## config.mk

```make
export PLATFORM = sky130hd
export DESIGN_NAME = irq_pq_engine
export DESIGN_NICKNAME = d
export VERILOG_FILES = /design/src/rtl/irq_pq_pkg.sv /design/src/rtl/irq_pq_decode.sv /design/src/rtl/irq_pq_wired.sv /design/src/rtl/irq_pq_notify_fifo.sv /design/src/rtl/irq_pq_engine.sv
export SDC_FILE = /design/constraint.sdc
export NUM_CORES = 1
export LEC_CHECK = 0
export ABC_AREA = 1
export BUFFER_PORTS_ARGS = -buffer_cell sky130_fd_sc_hd__buf_2
export CORE_ASPECT_RATIO = 2
export CORE_MARGIN = 1.5
export CORE_UTILIZATION = 35
export CTS_CLUSTER_SIZE = 28
export DETAILED_ROUTE_END_ITERATION = 8
export GPL_TIMING_DRIVEN = 1
export SYNTH_ARGS = -nofsm -noshare
export SYNTH_HDL_FRONTEND = slang
export SYNTH_HIERARCHICAL = 1
export SYNTH_SLANG_ARGS = --single-unit
```

## constraint.sdc

```tcl
create_clock -name clk -period 4.7 [get_ports clk]
set_clock_uncertainty 0.05 [all_clocks]
set_input_delay 0.47 -clock clk [delete_from_list [all_inputs] [get_ports clk]]
set_output_delay 0.47 -clock clk [all_outputs]
set_load 0.03 [all_outputs]
```

## src/rtl/irq_pq_pkg.sv

```systemverilog
package irq_pq_pkg;

    // P/Q encodings: P is bit 1, Q is bit 0
    localparam logic [1:0] PQ_IDLE       = 2'b00;
    localparam logic [1:0] PQ_OFF        = 2'b01;
    localparam logic [1:0] PQ_PEND       = 2'b10;
    localparam logic [1:0] PQ_PEND_AGAIN = 2'b11;

    localparam int unsigned DWORD_BYTES = 8;

    typedef enum logic [2:0] {
        OP_NONE,
        OP_TRIG,
        OP_EOI,
        OP_GET,
        OP_SET,
        OP_BAD
    } op_e;

    typedef struct packed {
        logic       fire;
        logic [1:0] nxt;
    } pq_step_t;

    // Trigger: idle arms and notifies, pending coalesces into Q, off stays off
    function automatic pq_step_t pq_on_trigger(input logic [1:0] cur);
        pq_step_t s;
        s.fire = 1'b0;
        s.nxt  = cur;
        unique case (cur)
            PQ_IDLE: begin
                s.nxt  = PQ_PEND;
                s.fire = 1'b1;
            end
            PQ_PEND, PQ_PEND_AGAIN: s.nxt = PQ_PEND_AGAIN;
            default: s.nxt = PQ_OFF;
        endcase
        return s;
    endfunction

    // End of interrupt: a recorded Q replays as a fresh notification
    function automatic pq_step_t pq_on_eoi(input logic [1:0] cur);
        pq_step_t s;
        s.fire = 1'b0;
        s.nxt  = cur;
        unique case (cur)
            PQ_IDLE, PQ_PEND: s.nxt = PQ_IDLE;
            PQ_PEND_AGAIN: begin
                s.nxt  = PQ_PEND;
                s.fire = 1'b1;
            end
            default: s.nxt = PQ_OFF;
        endcase
        return s;
    endfunction

endpackage

```

## src/rtl/irq_pq_decode.sv

```systemverilog
module irq_pq_decode
    import irq_pq_pkg::*;
#(
    parameter int NUM_SRC   = 8,
    parameter int SHIFT     = 17,
    parameter int ADDR_W    = 24,
    parameter bit STORE_EOI = 1'b1,
    parameter int SRC_W     = (NUM_SRC > 1) ? $clog2(NUM_SRC) : 1
) (
    input  logic              valid,
    input  logic              write,
    input  logic [ADDR_W-1:0] addr,
    input  logic [3:0]        size,
    output op_e               op,
    output logic [SRC_W-1:0]  src,
    output logic [1:0]        set_val
);

    localparam int FIELD_W = ADDR_W - SHIFT;
    localparam bit SPLIT   = (SHIFT == 13) || (SHIFT == 17);

    logic [FIELD_W-1:0] field;
    logic [11:0]        off;
    logic               src_ok;
    logic               trig_page;

    assign field   = addr[ADDR_W-1:SHIFT];
    assign off     = addr[11:0];
    assign src_ok  = int'(field) < NUM_SRC;
    assign src     = field[SRC_W-1:0];
    assign set_val = off[9:8];

    generate
        if (SPLIT) begin : g_split
            assign trig_page = ~addr[SHIFT-1];
        end else begin : g_single
            assign trig_page = 1'b0;
        end
    endgenerate

    always_comb begin
        op = OP_NONE;
        if (valid) begin
            if (size != 4'(DWORD_BYTES) || !src_ok) begin
                op = OP_BAD;
            end else if (trig_page) begin
                op = write ? OP_TRIG : OP_BAD;
            end else if (write) begin
                unique case (off[11:10])
                    2'b00:   op = OP_TRIG;
                    2'b01:   op = STORE_EOI ? OP_EOI : OP_BAD;
                    2'b10:   op = OP_BAD;
                    default: op = OP_SET;
                endcase
            end else begin
                unique case (off[11:10])
                    2'b00, 2'b01: op = OP_EOI;
                    2'b10:        op = OP_GET;
                    default:      op = OP_SET;
                endcase
            end
        end
    end

endmodule

```

## src/rtl/irq_pq_wired.sv

```systemverilog
module irq_pq_wired #(
    parameter int NUM_SRC = 8,
    parameter int SRC_W   = (NUM_SRC > 1) ? $clog2(NUM_SRC) : 1
) (
    input  logic               clk,
    input  logic               rst_n,
    input  logic [NUM_SRC-1:0] irq_in,
    input  logic               grant_en,
    output logic               req_valid,
    output logic [SRC_W-1:0]   req_src
);

    typedef struct packed {
        logic [NUM_SRC-1:0] prev;
        logic [NUM_SRC-1:0] pend;
    } wired_regs_t;

    wired_regs_t r_q, r_d;
    logic [NUM_SRC-1:0] cand;
    logic [NUM_SRC-1:0] taken;

    always_comb begin
        r_d       = r_q;
        cand      = r_q.pend | (irq_in & ~r_q.prev);
        req_valid = |cand;
        req_src   = '0;
        for (int i = NUM_SRC - 1; i >= 0; i--) begin
            if (cand[i]) begin
                req_src = SRC_W'(i);
            end
        end
        taken = '0;
        if (req_valid && grant_en) begin
            taken[req_src] = 1'b1;
        end
        r_d.pend = cand & ~taken;
        r_d.prev = irq_in;
    end

    always_ff @(posedge clk or negedge rst_n) begin
        if (!rst_n) begin
            r_q <= '0;
        end else begin
            r_q <= r_d;
        end
    end

endmodule

```

## src/rtl/irq_pq_notify_fifo.sv

```systemverilog
module irq_pq_notify_fifo #(
    parameter int DEPTH = 4,
    parameter int W     = 3,
    parameter int PW    = $clog2(DEPTH),
    parameter int LVL_W = $clog2(DEPTH) + 1
) (
    input  logic             clk,
    input  logic             rst_n,
    input  logic             push0,
    input  logic [W-1:0]     data0,
    input  logic             push1,
    input  logic [W-1:0]     data1,
    output logic             out_valid,
    output logic [W-1:0]     out_data,
    output logic [LVL_W-1:0] level
);

    typedef struct packed {
        logic [DEPTH-1:0][W-1:0] mem;
        logic [PW-1:0]           wr;
        logic [PW-1:0]           rd;
        logic [LVL_W-1:0]        cnt;
    } fifo_regs_t;

    fifo_regs_t r_q, r_d;
    logic [PW-1:0] slot;
    logic          pop;

    always_comb begin
        r_d  = r_q;
        pop  = (r_q.cnt != '0);
        slot = r_q.wr;
        // first push port always lands ahead of the second
        if (push0) begin
            r_d.mem[slot] = data0;
            slot          = slot + 1'b1;
        end
        if (push1) begin
            r_d.mem[slot] = data1;
            slot          = slot + 1'b1;
        end
        r_d.wr = slot;
        if (pop) begin
            r_d.rd = r_q.rd + 1'b1;
        end
        r_d.cnt = r_q.cnt + LVL_W'(push0) + LVL_W'(push1) - LVL_W'(pop);
    end

    always_ff @(posedge clk or negedge rst_n) begin
        if (!rst_n) begin
            r_q <= '0;
        end else begin
            r_q <= r_d;
        end
    end

    assign out_valid = (r_q.cnt != '0);
    assign out_data  = r_q.mem[r_q.rd];
    assign level     = r_q.cnt;

endmodule

```

## src/rtl/irq_pq_engine.sv

```systemverilog
module irq_pq_engine
    import irq_pq_pkg::*;
#(
    parameter int NUM_SRC    = 8,
    parameter int SHIFT      = 17,
    parameter int ADDR_W     = 24,
    parameter bit STORE_EOI  = 1'b1,
    parameter int FIFO_DEPTH = 4,
    parameter int SRC_W      = (NUM_SRC > 1) ? $clog2(NUM_SRC) : 1
) (
    input  logic               clk,
    input  logic               rst_n,
    input  logic [NUM_SRC-1:0] irq_in,
    input  logic               bus_valid,
    input  logic               bus_write,
    input  logic [ADDR_W-1:0]  bus_addr,
    input  logic [3:0]         bus_size,
    output logic               rsp_valid,
    output logic [63:0]        rsp_data,
    output logic               bus_err,
    output logic               notify_valid,
    output logic [SRC_W-1:0]   notify_src
);

    localparam int LVL_W = $clog2(FIFO_DEPTH) + 1;

    typedef struct packed {
        logic [NUM_SRC-1:0][1:0] pq;
        logic                    rsp_valid;
        logic [63:0]             rsp_data;
        logic                    err;
    } eng_regs_t;

    eng_regs_t r_q, r_d;

    op_e              dec_op;
    logic [SRC_W-1:0] dec_src;
    logic [1:0]       dec_set;
    logic             set_cmd;
    logic             req_valid;
    logic [SRC_W-1:0] req_src;
    logic             grant_en;
    logic             wire_go;
    logic [LVL_W-1:0] fifo_level;
    logic [1:0]       cur;
    pq_step_t         bus_step;
    pq_step_t         wire_step;
    logic             bus_fire;
    logic             wire_fire;

    irq_pq_decode #(
        .NUM_SRC   (NUM_SRC),
        .SHIFT     (SHIFT),
        .ADDR_W    (ADDR_W),
        .STORE_EOI (STORE_EOI),
        .SRC_W     (SRC_W)
    ) u_decode (
        .valid   (bus_valid),
        .write   (bus_write),
        .addr    (bus_addr),
        .size    (bus_size),
        .op      (dec_op),
        .src     (dec_src),
        .set_val (dec_set)
    );

    irq_pq_wired #(
        .NUM_SRC (NUM_SRC),
        .SRC_W   (SRC_W)
    ) u_wired (
        .clk       (clk),
        .rst_n     (rst_n),
        .irq_in    (irq_in),
        .grant_en  (grant_en),
        .req_valid (req_valid),
        .req_src   (req_src)
    );

    irq_pq_notify_fifo #(
        .DEPTH (FIFO_DEPTH),
        .W     (SRC_W)
    ) u_fifo (
        .clk       (clk),
        .rst_n     (rst_n),
        .push0     (bus_fire),
        .data0     (dec_src),
        .push1     (wire_fire),
        .data1     (req_src),
        .out_valid (notify_valid),
        .out_data  (notify_src),
        .level     (fifo_level)
    );

    assign set_cmd = (dec_op == OP_SET);
    assign wire_go = req_valid && grant_en;

    always_comb begin
        r_d           = r_q;
        r_d.rsp_valid = bus_valid && !bus_write && (dec_op != OP_NONE);
        r_d.rsp_data  = '0;
        r_d.err       = 1'b0;
        cur           = r_q.pq[dec_src];
        bus_step      = '0;
        wire_step     = '0;
        bus_fire      = 1'b0;
        wire_fire     = 1'b0;

        // bus command goes first
        unique case (dec_op)
            OP_TRIG: begin
                bus_step            = pq_on_trigger(cur);
                r_d.pq[dec_src]     = bus_step.nxt;
                bus_fire            = bus_step.fire;
            end
            OP_EOI: begin
                bus_step            = pq_on_eoi(cur);
                r_d.pq[dec_src]     = bus_step.nxt;
                bus_fire            = bus_step.fire;
                r_d.rsp_data        = {63'd0, bus_step.fire};
            end
            OP_GET: begin
                r_d.rsp_data        = {62'd0, cur};
            end
            OP_SET: begin
                r_d.pq[dec_src]     = dec_set;
                r_d.rsp_data        = {62'd0, cur};
            end
            OP_BAD: begin
                r_d.err             = 1'b1;
                r_d.rsp_data        = '1;
            end
            default: ;
        endcase

        // a wired trigger is taken only if the FIFO keeps room for both pushes
        grant_en = (int'(fifo_level) - int'(notify_valid) + int'(bus_fire) + 1)
                   <= FIFO_DEPTH;

        // wired trigger goes second, on the already-updated state
        if (req_valid && grant_en) begin
            wire_step       = pq_on_trigger(r_d.pq[req_src]);
            r_d.pq[req_src] = wire_step.nxt;
            wire_fire       = wire_step.fire;
        end
    end

    always_ff @(posedge clk or negedge rst_n) begin
        if (!rst_n) begin
            r_q.pq        <= {NUM_SRC{PQ_OFF}};
            r_q.rsp_valid <= 1'b0;
            r_q.rsp_data  <= '0;
            r_q.err       <= 1'b0;
        end else begin
            r_q <= r_d;
        end
    end

    assign rsp_valid = r_q.rsp_valid;
    assign rsp_data  = r_q.rsp_data;
    assign bus_err   = r_q.err;

endmodule

```

======== After elaboration in Yosys (flattened, before gate mapping) ========
Index checks and enable logic that the tools add are counted.
storage, ports and cells
  flip-flop bits (word level) ............. 117
  bits of input ports ..................... 40
  output and inout port bits .............. 70
  word-level logic and storage cells ...... 135
cells by class
  add/subtract/negate cells ............... 9
  magnitude comparators ................... 11
  eq/ne operators ......................... 12
  multiplexer cells ....................... 57
  bitwise gates (word level) .............. 5
  reduce and logical (&&, ||, !) cells .... 21
operators by type and width
  cell                  count
  $pmux W64 S3          1
  $bwmux W16            4
  $mux W3               16
  $pmux W16 S3          1
  $bwmux W12            2
  $mux W12              2
  $mux W2               9
  $and A8 B8 Y8         2
  $mux W16              1
  $not A8 Y8            2
  $bmux W2 S3           2
  $demux W2 S3          2
  $demux W3 S2          2
  $pmux W2 S2           3
  $eq A2 B2 Y1 const B  5
  $reduce_or A2 Y1      5
  $lt A2 B3 Y1 const B  3
  $pmux W3 S3           1
  $lt A3 B4 Y1 const B  2
  $mux W8               1
  $or A8 B8 Y8          1
  $reduce_or A8 Y1      1
  $logic_and A1 B1 Y1   7
  $lt A7 B4 Y1 const B  1
  other kinds (23)      39

======== Logic depth before layout (Yosys ltp) ========
  word-level depth ........................ 19
  mapped depth ............................ 35
  depth with buffers taken out ............ 31

======== Modules after synthesis ========
The synthesis kept the hierarchy.
modules (own cells, without submodules)
  module              times used  cells each  area an instance (µm²)  seq. area each (µm²)
  irq_pq_engine       1           476         2912.8                  535.5
  irq_pq_notify_fifo  1           187         1297.5                  475.5
  irq_pq_wired        1           82          721.9                   400.4
  irq_pq_decode       1           30          143.9                   0.0

======== Least setup slack after synthesis ========
Ideal clock, no wire load.
  kind .................................... input port to flip-flop
  from .................................... input port bus_addr[17]
  to ...................................... register u_fifo.r_q (netlist bit u_fifo/level[2])
  library setup time ...................... 0.117 ns
  arrival ................................. 5.239 ns
  setup slack ............................. -0.706 ns
  stages on the path ...................... 26
  buffers on the path ..................... 4
  cells stage by stage .................... buf_4 -> buf_6 -> buf_6 -> nand4_1 -> nand3_2 -> nor2_8 -> buf_8 -> nand2_1 -> o21ai_0 -> inv_1 -> ha_1 -> inv_1 -> ha_1 -> inv_1 -> o311ai_0 -> nand2_1 -> nor3_1 -> inv_1 -> ha_1 -> inv_1 -> fa_1 -> fa_1 -> inv_1 -> nand2_1 -> nand3_1 -> nand2_1
RTL lines
  element               line                      RTL
  from (decl)           irq_pq_engine.sv:16       input logic [ADDR_W-1:0] bus_addr,
  to (signal assigned)  irq_pq_notify_fifo.sv:53  r_q <= r_d;
  to (decl)             irq_pq_notify_fifo.sv:25  fifo_regs_t r_q, r_d;

==> impl_metrics.tcl <==
set metrics [dict create \
    setup_tns_ns 0 \
    post_cts_buffers 0 \
    fin_area_um2 5490 \
    syn_area_um2 5080 \
    crit_fanout 6 \
    drive_gt1_share_pct 23.4 \
    whs_ns 0.232 \
    cp_slowest_cell "dfstp_2" \
    wire_per_inst_um 12.9 \
    antenna_found_initial 0 \
    yosysTopAreaCell "dfrtp_1" \
    slowest_delay_ns 0.54 \
    vias 4776 \
    finalCriticalPeriod_ns 4.25 \
    ant_nets 0 \
    powerDensity_nw_per_um2 549 \
    synth.top_cell.area_share_pct 23.7 \
    async_flop_share_pct 100 \
    fin_crit_sh_pct 90.3 \
    dpl_cell_area_um2 5340 \
    routed_wl_mm 13.0 \
    worstSkewPairLatency_ns 0.30 \
    gp_congestion 0.927 \
    clkTransAtPathRegs_ns 0.07 \
    cts_buffers 5 \
    grt_start_max_net_pins 63 \
    max_slew_margin_pct 50.8 \
    drv_cap 0 \
    cts-root-buf "clkbuf_16" \
    grt_overflow 0 \
    num_rows 62 \
    peakVddDrop_uv 176 \
    coreArea_um2 14300 \
    grt_pass1_vias 4740 \
    cp-end-kind "flop" \
    cp_data_required_time_ns 4.85 \
    ios 110 \
    post-synth-top-count-cell "nand2_1" \
    die_w_um 88.2 \
    grt_first_pass_wirelength_mm 21.0 \
    setup_viol 0 \
    hold_class "in -> reg" \
    critPathBufInv 6 \
    rsz0062_at_grt "no" \
    seq_area_frac_synth_pct 27.8 \
    slew_violations 0 \
    drt_iter0_markers 178 \
    status "finished, final reports clean" \
    die-area_um2 15300 \
    nNetsFinal 870 \
    grtUsageTotal_pct 17.8 \
    syn-num-nets 830 \
    cts_tree "done" \
    worstPathArrival_ns 4.39 \
    synth_cell_type_count 39 \
    portBuffers 97 \
    yosys_warnings 6 \
    synthTopCellsByCount "262 x nand2_1, 112 x inv_1, 85 x nand3_1" \
    die_y_um 173 \
    firstDrtPassIters 4 \
    synth_seq_cells 56 \
    ys_top_cells_by_area "dfrtp_1 24%, nand2_1 19%, buf_4 11%" \
    critPathLaunchType "flop" \
    final-hold-violation-count 0 \
    viasPerCell 4.74 \
    crit_top_cell "nand2_1" \
    synthCells 775 \
    cts.repair.resized 0 \
    drc 0 \
    critical-path-top-delay-family "adder cells" \
    p_leak_nw 3.20 \
    max_freq_ghz 0.236 \
    initial_utilization_pct 35.6 \
    critPathKind "reg -> reg" \
    clock-sinks 56 \
    synth_edf_count 0 \
    dp_hpwl_mm 10.5 \
    avgSynthCellArea_um2 6.55 \
    num_antenna_cells 0 \
    cts_buffer_depth 2 \
    tightest_slew_ns 0.738 \
    synth_ff_type "dfrtp_1" \
    area_delta_synth_final_pct 8.06 \
    holdBufCountCts 0 \
    h-tree-depth 2 \
]
## cell type report
class	instances	area, um^2
clock buffer	6	129
clock inverter	2	12.5
fill	1586	8790
inverter	125	474
multi-input combinational	509	2550
sequential	56	1410
tap	192	240
timing repair buffer	118	668
## cells by family after synthesis
| kind of cell | Yosys count | share of synthesized area [%] |
|---|---|---|
| compound gates | 56 | 6.41 |
| xor+xnor | 1 | 0.173 |
| flops | 56 | 27.8 |
| buf+inv | 210 | 22.4 |
| simple gates | 437 | 39.3 |
| fa+ha+maj | 15 | 3.99 |
## report_power, final
group | total [W] | internal [W] | leakage [nW] | switching (W)
Clock | 0.000376 | 0.000197 | 0.0669 | 0.000179
Sequential | 0.000767 | 0.000663 | 0.658 | 0.000103
Combinational | 0.00187 | 0.000626 | 2.48 | 0.00124
## metrics by stage
| step | utilization (%) | worst slack [ns] | power, W | std cells |
|---|---|---|---|---|
| final | 38.4 | 0.455 | 0.00301 | 1008 |
| after CTS | 38.4 | 0.405 | 0.00305 | 1008 |
| after global placement | 37.4 | 0.158 | 0.00265 | 1000 |
| after detailed placement | 37.4 | 0.119 | 0.00267 | 1000 |
| after floorplan | - | 0.00223 | 0.00219 | 775 |
| after global routing | 38.4 | 0.118 | 0.00333 | 1008 |
## layout by cell type, fill, tap and decap left out, drive strengths merged
cell type and n:
nor2b 1, a21oi 28, xnor2 1, buf 118, nand2 272, ha 13
inv 123, o311ai 1, dfstp 8, o21ai 24, o221ai 1, a31oi 1
nand4 6, clkinvlp 1, fa 2, clkbuf 6, clkinv 3, dfrtp 48
nor3 19, nor2 45, o211ai 1, nand3 94
## registers in the layout (all words and copies together) (netlist names)
register      count
r_q              16
u_fifo/r_q       16
u_wired/r_q      16
rsp_data          3
u_fifo/level      3
bus_err           1
rsp_valid         1
## metal layers
metal	up-vias	part of all wire, %	track usage [%]
met1	2143	33	15.4
met3	66	3.5	1.48
met5	-	0	0
met2	162	57	34.7
met4	0	7.3	13.9
li1	2405	-	-
## worst paths after layout
check | start | to | slack, ns | cells past startpoint
worst min register to register | u_fifo/level[1]$_DFF_PN0_ | u_fifo/level[2]$_DFF_PN0_ | 0.46 | 2
min in group asynchronous | rst_n | u_fifo/r_q[7]$_DFF_PN0_ | 0.25 | 2
worst min-delay path | irq_in[7] | u_wired/r_q[15]$_DFF_PN0_ | 0.23 | 1
worst max register to register | r_q[80]$_DFF_PN1_ | u_fifo/level[2]$_DFF_PN0_ | 0.45 | 28
worst max-delay path | r_q[80]$_DFF_PN1_ | u_fifo/level[2]$_DFF_PN0_ | 0.45 | 28
max in group asynchronous | rst_n | rsp_data[62]$_DFF_PN0_ | 3.81 | 2
No activity file was read; power rests on OpenSTA's default activity.
